## src/rtl/tfe_pkg.sv

```systemverilog
package tfe_pkg;

    typedef enum logic [3:0] {
        PH_IDLE,
        PH_PRE,
        PH_WLON,
        PH_PLUP,
        PH_SNS_LO,
        PH_SNS_HI,
        PH_WB_A,
        PH_WB_B,
        PH_WB_VM,
        PH_WB_REL,
        PH_CLOSE,
        PH_DONE
    } phase_e;

    localparam logic [1:0] LVL_L   = 2'b00;
    localparam logic [1:0] LVL_M   = 2'b01;
    localparam logic [1:0] LVL_H   = 2'b10;
    localparam logic [1:0] LVL_BAD = 2'b11;

    localparam logic [1:0] BL_FLOAT = 2'b00;
    localparam logic [1:0] BL_ZERO  = 2'b01;
    localparam logic [1:0] BL_VDD   = 2'b10;
    localparam logic [1:0] BL_VM    = 2'b11;

endpackage

```

## src/rtl/tfe_level_dec.sv

```systemverilog
module tfe_level_dec (
    input  logic       above_lo,
    input  logic       above_hi,
    output logic [1:0] level
);
    always_comb begin
        if (above_hi)
            level = tfe_pkg::LVL_H;
        else if (above_lo)
            level = tfe_pkg::LVL_M;
        else
            level = tfe_pkg::LVL_L;
    end
endmodule

```

## src/rtl/tfe_row_dec.sv

```systemverilog
module tfe_row_dec #(
    parameter int ROWS  = 8,
    parameter int ROW_W = 3
) (
    input  logic             en,
    input  logic [ROW_W-1:0] row,
    output logic [ROWS-1:0]  wl
);
    for (genvar g = 0; g < ROWS; g++) begin : g_line
        assign wl[g] = en && (row == ROW_W'(g));
    end
endmodule

```

## src/rtl/tfe_drive_map.sv

```systemverilog
module tfe_drive_map (
    input  tfe_pkg::phase_e ph,
    input  logic [1:0]      tgt,
    input  logic            cnt_zero,
    output logic            pre_en,
    output logic            wl_on,
    output logic            pl_hi,
    output logic [1:0]      bl_sel,
    output logic            sa_strobe,
    output logic            sa_ref_hi,
    output logic            busy,
    output logic            done
);
    import tfe_pkg::*;

    logic [1:0] wb_lvl;

    assign wb_lvl = (tgt == LVL_H) ? BL_VDD : BL_ZERO;

    always_comb begin
        pre_en    = 1'b0;
        wl_on     = 1'b0;
        pl_hi     = 1'b0;
        bl_sel    = BL_FLOAT;
        sa_strobe = 1'b0;
        sa_ref_hi = 1'b0;
        done      = 1'b0;
        busy      = (ph != PH_IDLE);
        case (ph)
            PH_PRE:    pre_en = 1'b1;
            PH_WLON:   wl_on  = 1'b1;
            PH_PLUP: begin
                wl_on = 1'b1;
                pl_hi = 1'b1;
            end
            PH_SNS_LO: begin
                wl_on     = 1'b1;
                pl_hi     = 1'b1;
                sa_strobe = cnt_zero;
            end
            PH_SNS_HI: begin
                wl_on     = 1'b1;
                pl_hi     = 1'b1;
                sa_strobe = cnt_zero;
                sa_ref_hi = 1'b1;
            end
            PH_WB_A: begin
                wl_on  = 1'b1;
                pl_hi  = 1'b1;
                bl_sel = wb_lvl;
            end
            PH_WB_B: begin
                wl_on  = 1'b1;
                bl_sel = wb_lvl;
            end
            PH_WB_VM: begin
                wl_on  = 1'b1;
                bl_sel = BL_VM;
            end
            PH_WB_REL: begin
                wl_on  = 1'b1;
                bl_sel = BL_ZERO;
            end
            PH_CLOSE:  bl_sel = BL_ZERO;
            PH_DONE:   done = 1'b1;
            default: ;
        endcase
    end
endmodule

```

## src/rtl/tfe_ctrl.sv

```systemverilog
module tfe_ctrl #(
    parameter int ROW_W = 3,
    parameter int T_PRE = 3,
    parameter int T_WL  = 2,
    parameter int T_PL  = 3,
    parameter int T_SA  = 2,
    parameter int T_WB  = 3,
    parameter int T_VM  = 4,
    parameter int T_CL  = 2
) (
    input  logic             clk,
    input  logic             rst_n,
    input  logic             req_valid,
    input  logic             req_write,
    input  logic [ROW_W-1:0] req_row,
    input  logic [1:0]       req_data,
    input  logic             cmp_lo,
    input  logic [1:0]       lvl_in,
    output tfe_pkg::phase_e  ph,
    output logic             cnt_zero,
    output logic [ROW_W-1:0] row,
    output logic [1:0]       tgt,
    output logic             lo_q,
    output logic [1:0]       rd_level,
    output logic             wr_err
);
    import tfe_pkg::*;

    function automatic int max2(int a, int b);
        return (a > b) ? a : b;
    endfunction

    localparam int T_MAX = max2(max2(max2(T_PRE, T_WL), max2(T_PL, T_SA)),
                                max2(max2(T_WB, T_VM), T_CL));
    localparam int CNT_W = (T_MAX > 1) ? $clog2(T_MAX) : 1;

    typedef struct packed {
        phase_e           ph;
        logic [CNT_W-1:0] cnt;
        logic [ROW_W-1:0] row;
        logic             wr;
        logic [1:0]       wdat;
        logic             lo;
        logic [1:0]       rd;
        logic [1:0]       tgt;
        logic             err;
    } state_t;

    state_t s_d, s_q;

    function automatic logic [CNT_W-1:0] dur(phase_e p);
        case (p)
            PH_PRE:    return CNT_W'(T_PRE - 1);
            PH_WLON:   return CNT_W'(T_WL - 1);
            PH_PLUP:   return CNT_W'(T_PL - 1);
            PH_SNS_LO: return CNT_W'(T_SA - 1);
            PH_SNS_HI: return CNT_W'(T_SA - 1);
            PH_WB_A:   return CNT_W'(T_WB - 1);
            PH_WB_B:   return CNT_W'(T_WB - 1);
            PH_WB_VM:  return CNT_W'(T_VM - 1);
            PH_WB_REL: return CNT_W'(T_WB - 1);
            PH_CLOSE:  return CNT_W'(T_CL - 1);
            default:   return '0;
        endcase
    endfunction

    always_comb begin
        s_d     = s_q;
        s_d.err = 1'b0;
        case (s_q.ph)
            PH_IDLE: begin
                if (req_valid) begin
                    if (req_write && req_data == LVL_BAD) begin
                        s_d.err = 1'b1;
                    end else begin
                        s_d.ph   = PH_PRE;
                        s_d.cnt  = dur(PH_PRE);
                        s_d.row  = req_row;
                        s_d.wr   = req_write;
                        s_d.wdat = req_data;
                    end
                end
            end
            PH_DONE: s_d.ph = PH_IDLE;
            default: begin
                if (s_q.cnt != '0) begin
                    s_d.cnt = s_q.cnt - 1'b1;
                end else begin
                    case (s_q.ph)
                        PH_PRE:    s_d.ph = PH_WLON;
                        PH_WLON:   s_d.ph = PH_PLUP;
                        PH_PLUP:   s_d.ph = PH_SNS_LO;
                        PH_SNS_LO: begin
                            s_d.lo = cmp_lo;
                            s_d.ph = PH_SNS_HI;
                        end
                        PH_SNS_HI: begin
                            s_d.rd  = lvl_in;
                            s_d.tgt = s_q.wr ? s_q.wdat : lvl_in;
                            s_d.ph  = PH_WB_A;
                        end
                        PH_WB_A:   s_d.ph = PH_WB_B;
                        PH_WB_B:   s_d.ph = (s_q.tgt == LVL_M) ? PH_WB_VM : PH_CLOSE;
                        PH_WB_VM:  s_d.ph = PH_WB_REL;
                        PH_WB_REL: s_d.ph = PH_CLOSE;
                        PH_CLOSE:  s_d.ph = PH_DONE;
                        default:   s_d.ph = PH_IDLE;
                    endcase
                    s_d.cnt = dur(s_d.ph);
                end
            end
        endcase
    end

    always_ff @(posedge clk or negedge rst_n) begin
        if (!rst_n)
            s_q <= '0;
        else
            s_q <= s_d;
    end

    assign ph       = s_q.ph;
    assign cnt_zero = (s_q.cnt == '0);
    assign row      = s_q.row;
    assign tgt      = s_q.tgt;
    assign lo_q     = s_q.lo;
    assign rd_level = s_q.rd;
    assign wr_err   = s_q.err;
endmodule

```

## src/rtl/tfe_seq.sv

```systemverilog
module tfe_seq #(
    parameter int ROWS  = 8,
    parameter int T_PRE = 3,
    parameter int T_WL  = 2,
    parameter int T_PL  = 3,
    parameter int T_SA  = 2,
    parameter int T_WB  = 3,
    parameter int T_VM  = 4,
    parameter int T_CL  = 2,
    localparam int ROW_W = (ROWS > 1) ? $clog2(ROWS) : 1
) (
    input  logic             clk,
    input  logic             rst_n,
    input  logic             req_valid,
    input  logic             req_write,
    input  logic [ROW_W-1:0] req_row,
    input  logic [1:0]       req_data,
    input  logic             cmp_lo,
    input  logic             cmp_hi,
    output logic             pre_en,
    output logic [ROWS-1:0]  wl,
    output logic             pl_hi,
    output logic [1:0]       bl_sel,
    output logic             sa_strobe,
    output logic             sa_ref_hi,
    output logic             busy,
    output logic             done,
    output logic             wr_err,
    output logic [1:0]       rd_level
);
    tfe_pkg::phase_e  ph;
    logic             cnt_zero;
    logic [ROW_W-1:0] row;
    logic [1:0]       tgt;
    logic             lo_q;
    logic [1:0]       lvl;
    logic             wl_on;

    tfe_ctrl #(
        .ROW_W(ROW_W), .T_PRE(T_PRE), .T_WL(T_WL), .T_PL(T_PL),
        .T_SA(T_SA), .T_WB(T_WB), .T_VM(T_VM), .T_CL(T_CL)
    ) i_ctrl (
        .clk      (clk),
        .rst_n    (rst_n),
        .req_valid(req_valid),
        .req_write(req_write),
        .req_row  (req_row),
        .req_data (req_data),
        .cmp_lo   (cmp_lo),
        .lvl_in   (lvl),
        .ph       (ph),
        .cnt_zero (cnt_zero),
        .row      (row),
        .tgt      (tgt),
        .lo_q     (lo_q),
        .rd_level (rd_level),
        .wr_err   (wr_err)
    );

    tfe_level_dec i_lvl (
        .above_lo(lo_q),
        .above_hi(cmp_hi),
        .level   (lvl)
    );

    tfe_drive_map i_drv (
        .ph       (ph),
        .tgt      (tgt),
        .cnt_zero (cnt_zero),
        .pre_en   (pre_en),
        .wl_on    (wl_on),
        .pl_hi    (pl_hi),
        .bl_sel   (bl_sel),
        .sa_strobe(sa_strobe),
        .sa_ref_hi(sa_ref_hi),
        .busy     (busy),
        .done     (done)
    );

    tfe_row_dec #(.ROWS(ROWS), .ROW_W(ROW_W)) i_rows (
        .en (wl_on),
        .row(row),
        .wl (wl)
    );
endmodule

```

## config.mk

```make
export PLATFORM = sky130hd
export DESIGN_NAME = tfe_seq
export DESIGN_NICKNAME = d
export VERILOG_FILES = /design/src/rtl/tfe_pkg.sv /design/src/rtl/tfe_level_dec.sv /design/src/rtl/tfe_row_dec.sv /design/src/rtl/tfe_drive_map.sv /design/src/rtl/tfe_ctrl.sv /design/src/rtl/tfe_seq.sv
export SDC_FILE = /design/constraint.sdc
export NUM_CORES = 1
export LEC_CHECK = 0
export BUFFER_PORTS_ARGS = -buffer_cell sky130_fd_sc_hd__buf_2
export CELL_PAD_IN_SITES_DETAIL_PLACEMENT = 1
export CELL_PAD_IN_SITES_GLOBAL_PLACEMENT = 1
export CORE_MARGIN = 5
export CORE_UTILIZATION = 35
export DETAILED_ROUTE_END_ITERATION = 10
export PLACE_DENSITY = 0.73
export SETUP_SLACK_MARGIN = 0.1
export SLEW_MARGIN = 0
export SYNTH_ARGS = -nofsm -noshare
export SYNTH_HDL_FRONTEND = slang
export SYNTH_SLANG_ARGS = --single-unit
export TNS_END_PERCENT = 1
```

## constraint.sdc

```tcl
create_clock -name clk -period 1.5 [get_ports clk]
set_clock_uncertainty 0.2 [all_clocks]
set_input_delay 0.3 -clock clk [delete_from_list [all_inputs] [get_ports clk]]
set_output_delay 0.3 -clock clk [all_outputs]
set_load 0.05 [all_outputs]
```

Yosys cells after proc, flatten, opt, wreduce, memory -nomap -nowiden. Memories as Yosys holds them, arrays and structs flattened. Cells that the tools add are included.

ROM bits: 32. Register bits: 18. Memories kept: 1. Logic and storage cells: 88. Output and inout bits: 19.

Memory list: (name not given) (depth 16, bits a word 2, rd ports 1, clocked after Yosys merged registers in 0, write ports 0, line tfe_ctrl.sv:52) `case (p)`.

Bitwise operators: 4. Equal/unequal tests: 24. Add/subtract/negate cells: 1. Reductions and logical operators: 25. Muxes and demuxes: 24.

Operators with widths (count): one-hot mux 4 bit (10 select lines) (1); 2-to-1 mux 12 bit (2); == test 4 x 3 -> 1 bit, second input constant (4); == test 4 bit, second input constant (4); AND reduction 3 bit (5); == test 3 bit, second input constant (4); 2-to-1 mux 4 bit (3); 2-to-1 mux 1 bit (10); 2-to-1 mux 2 bit (5); logical AND 1 bit (9); == test 4 x 2 -> 1 bit, second input constant (2); one-hot mux 4 bit (2 select lines) (1); OR reduction 2 bit (4); OR reduction 8 bit (1); == test 3 x 2 -> 1 bit, second input constant (2); one-hot mux 2 bit (3 select lines) (1); == test 2 bit, second input constant (2); == test 4 x 1 -> 1 bit, second input constant (1); logical NOT 4 bit (1); != test 2 bit, second input constant (2); NOT 1 bit (4); one-hot mux 2 bit (2 select lines) (1); nonzero test 4 bit (1); OR reduction 4 bit (1); other kinds (7) (7).

Depth between registers and ports, before layout. An unclocked memory read counts as a cell.

Depth in word-level cells: 8. Gate-level depth with buffers: 5.

By module. From an unflattened synthesis, not the netlist that was laid out.

Cell total of the unflattened synthesis: 131. Area total of the unflattened synthesis: 1343.8 um^2.

By module, submodules not included: tfe_ctrl (cells each 100, instances 1, sequential area each 450.4 um^2, area each 1072.3 um^2); tfe_drive_map (cells each 21, instances 1, sequential area each 0.0 um^2, area each 153.9 um^2); tfe_row_dec (cells each 8, instances 1, sequential area each 0.0 um^2, area each 96.3 um^2); tfe_level_dec (cells each 2, instances 1, sequential area each 0.0 um^2, area each 21.3 um^2).

Least setup slack after synthesis. OpenSTA, ideal clock, no wires.

Kind: register to output. Start point: register i_ctrl.s_q (netlist bit i_ctrl.ph[0]). End point: output port sa_ref_hi. Stages on the path, launching flop included: 4. Buffers on the path: 2. Arrival: 2.397 ns. Path slack: -1.397 ns. Data required time: 1.000 ns. Cell sequence: dfrtp_1 -> buf_2 -> clkbuf_1 -> nor4b_1.

Word-level cells in the longest chain between the ends: 2.

RTL lines: from (decl) (line tfe_ctrl.sv:49) `state_t s_d, s_q;`; from (signal assigned) (line tfe_ctrl.sv:117) `s_q <= '0;`; from (signal assigned) (line tfe_ctrl.sv:119) `s_q <= s_d;`; == test 4 x 3 -> 1 bit (line tfe_drive_map.sv:29) `case (ph)`; 2-to-1 mux 1 bit (line tfe_drive_map.sv:29); to (decl) (line tfe_seq.sv:25) `output logic sa_ref_hi,`.

No other way between the ends.

Worst setup path in the final report.
Start point: register i_ctrl.s_q (netlist bit i_ctrl.ph[1]). End point: output port wl[1].

Word-level cells in the longest chain between the ends: 4.

RTL lines: == test 4 x 2 -> 1 bit (tied with other cells) (line tfe_drive_map.sv:29); OR reduction 8 bit (no source line) (*); 2-to-1 mux 1 bit (*) (line tfe_drive_map.sv:29); logical AND 1 bit (*) (line tfe_row_dec.sv:10) `assign wl[g] = en && (row == ROW_W'(g));`; to (decl) (line tfe_seq.sv:21) `output logic [ROWS-1:0] wl,`.

Every way passes the cells marked *; elsewhere a longest branch is shown, timed or not.

==> metrics.cfg <==
[synthesis]
synthCells=124
seq_area_frac_synth=0.383
async_flop_share=1.00
synthSimpleGateAreaFrac=0.276
post_synth.cell_area_avg_um2=9.48
synth_top_area_share=0.383
yosysWarnings=0
synth.largest_area_cell=dfrtp_1
synth_fa_ha_area_frac=0
ys_top_cells_by_area=dfrtp_1 (38%), mux2_2 (11%), nor2_1 (3.5%), o21ai_0 (3.0%), nand2b_1 (2.7%)
synthMuxAreaShare=0.131
synth_area_mm2=0.00118
synth_cell_types=39
synth_top_family_by_area=simple AND/OR/NAND/NOR gates
synthXorXnorAreaFrac=0.00745
ys.flop_type=dfrtp_1
ys_seq_elements=18
synth_compound_area_frac=0.133
syn_nets=135
synth_edf_count=0

[global_route]
grt-ovfl-total=0
grt_usage=0.175
grt_max_degree=19
grt_pass1_wl_um=6080
grt_pass1_vias=1237
antenna_found_initial=0

[timing]
rsz0062_at_grt=true
fmax_mhz=458
period_share=1.46
hold_violations=0
slew_headroom=0.730
finalSetupTns_ns=-13.45
tightest_slew_ns=0.404
timing.final.ws_setup_ns=-0.685
period_needed_ns=2.19
timing.hold.ws_ns=0.0199
setup_viol=34
slew_violations=0

[clock_tree]
cts_sinks=18
htreeDepth=1
cts_tree=built
post-cts-setup-buffers=0
cts_buffers=3
clk_latency_ns=0.30
cts_max_path_buffers=2
cts_root_buf=clkbuf_4
path_clk_slew_ns=0.11

[place]
place_worst_setup_slack_ns=-0.389
dpl.hpwl_um=2800
place_area_mm2=0.00167
io_buffers=29
gp_congestion=0.879

[worst_hold_path]
min-delay-start=cmp_lo
hold_depth=2
min_path_type=in2reg
hold_end=i_ctrl.lo_q$_DFFE_PN0P_

[worst_setup_path]
rr_startpoint=i_ctrl.ph[1]$_DFFE_PN0P_
worstRegToRegCells=4
required_ns=1.00
crit_path_cell_trace=or3_4 > nand3b_1 > buf_12 > nor2_4 > buf_8
endpoint_kind=output pin
start_kind=register
arrival_ns=1.69
crit_slowest_cell=dfrtp_1
crit_fanout=4
rrSetupSlack_ns=-0.34
r2r_end=i_ctrl.row[0]$_DFFE_PN0P_
criticalPathCategory=reg2out
crit_path_start=i_ctrl.ph[1]$_DFFE_PN0P_
critPathMaxStageDelay_ns=0.44

[layout]
final_area_mm2=0.00189
layout-drive-gt1-share=0.581
mostFrequentLayoutCell=buf_4
final_cell_mix=buf_4 (31), dfrtp_1 (17), buf_6 (16)
final_nets=191
areaGrowthSynthToFinish_pct=60.7
antenna_cells=0

[job]
max_cap_violations=0

[detailed_routing]
wl_per_cell_um=16.4
ant_nets=0
vias=1130
first_pass_iters=4
wirelength_um=3680
drt_first_iter_violations=56
drc=0
viasPerCell=5.02

[floorplan]
rows=21
core_mm2=0.00328
fp.dieH_um=68.0
initial_core_util=0.358
ioPinCount=30
dieArea_mm2=0.00462
die-width_um=68.0

[outcome]
violations=negative setup slack
status=finished, violations left

routing by layer:
metal	global-route usage	vias up	routed length, um
met2	0.329	16	2050
met1	0.205	557	1500
met4	0.0471	0	55
met3	0.0263	7	80
li1	-	550	-
met5	0	-	0
Yosys cell counts, types with 2 or more instances:
| library cell | instances |
|---|---|
| dfrtp_1 | 18 |
| mux2_2 | 11 |
| nor2_1 | 11 |
| o21ai_0 | 7 |
| buf_2 | 6 |
| inv_1 | 5 |
| nand2_1 | 5 |
| nand2b_1 | 5 |
| nor2b_1 | 5 |
| nor3_1 | 5 |
| a21oi_1 | 4 |
| mux2i_1 | 3 |
| nand3_1 | 3 |
| o2bb2ai_1 | 3 |
| or2_2 | 3 |
| or3_1 | 3 |
| and3_1 | 2 |
| buf_4 | 2 |
| clkbuf_1 | 2 |
| o211ai_1 | 2 |
metrics by stage:
step,cells,utilization
2_1_floorplan,124,-
3_3_place_gp,220,0.509
3_5_place_dp,220,0.509
4_1_cts,225,0.564
5_1_grt,225,0.576
6_report,225,0.576
registers in the layout, summed over array words and instances (netlist names):
register,count
i_ctrl.lo_q,1
i_ctrl.tgt,2
i_ctrl.s_q,5
i_ctrl.wr_err,1
i_ctrl.ph,4
i_ctrl.rd_level,2
i_ctrl.row,3
critical path: cells and delay by family, from the launching register on:
kind | cells | cell delay (ns)
buffers and inverters | 2 | 0.30
and+or+nand+nor | 3 | 0.64
DFF | 1 | 0.44
worst max path at each step:
stage	endpoint	slack [ns]	cells past startpoint
global route	wl[1]	-0.73	5
floorplan	wl[0]	-0.63	5
detailed placement	wl[1]	-0.39	5
CTS	wl[1]	-0.64	5
finish	wl[1]	-0.69	5
global placement	wl[2]	-0.35	5
layout make-up:
| class | count | area, um^2 |
|---|---|---|
| Fill cell | 360 | 1390 |
| Timing Repair Buffer | 62 | 531 |
| Clock buffer | 4 | 36.3 |
| Tap cell | 46 | 57.6 |
| Multi-Input combinational cell | 90 | 796 |
| Inverter | 5 | 18.8 |
| Sequential cell | 18 | 452 |
kinds of logic (layout without fill, tap and decap cells):
family | count (synthesis) | after routing
flops | 18 | 18
simple gates | 52 | 52
buf+inv | 16 | 71
compound gates | 23 | 23
mux | 14 | 14
xor+xnor | 1 | 1
repair_timing:
| item | in CTS | in global routing |
|---|---|---|
| endpoints found under the hold margin | 18 | 0 |
| pin swaps | 8 | 1 |
| endpoints found under the setup margin | 36 | 37 |
| hold buffers | 1 | 0 |
| gates resized for setup | 39 | 14 |
Power is not shown: default switching activity piles up to over one toggle a cycle in this logic, so the estimate is an artifact.
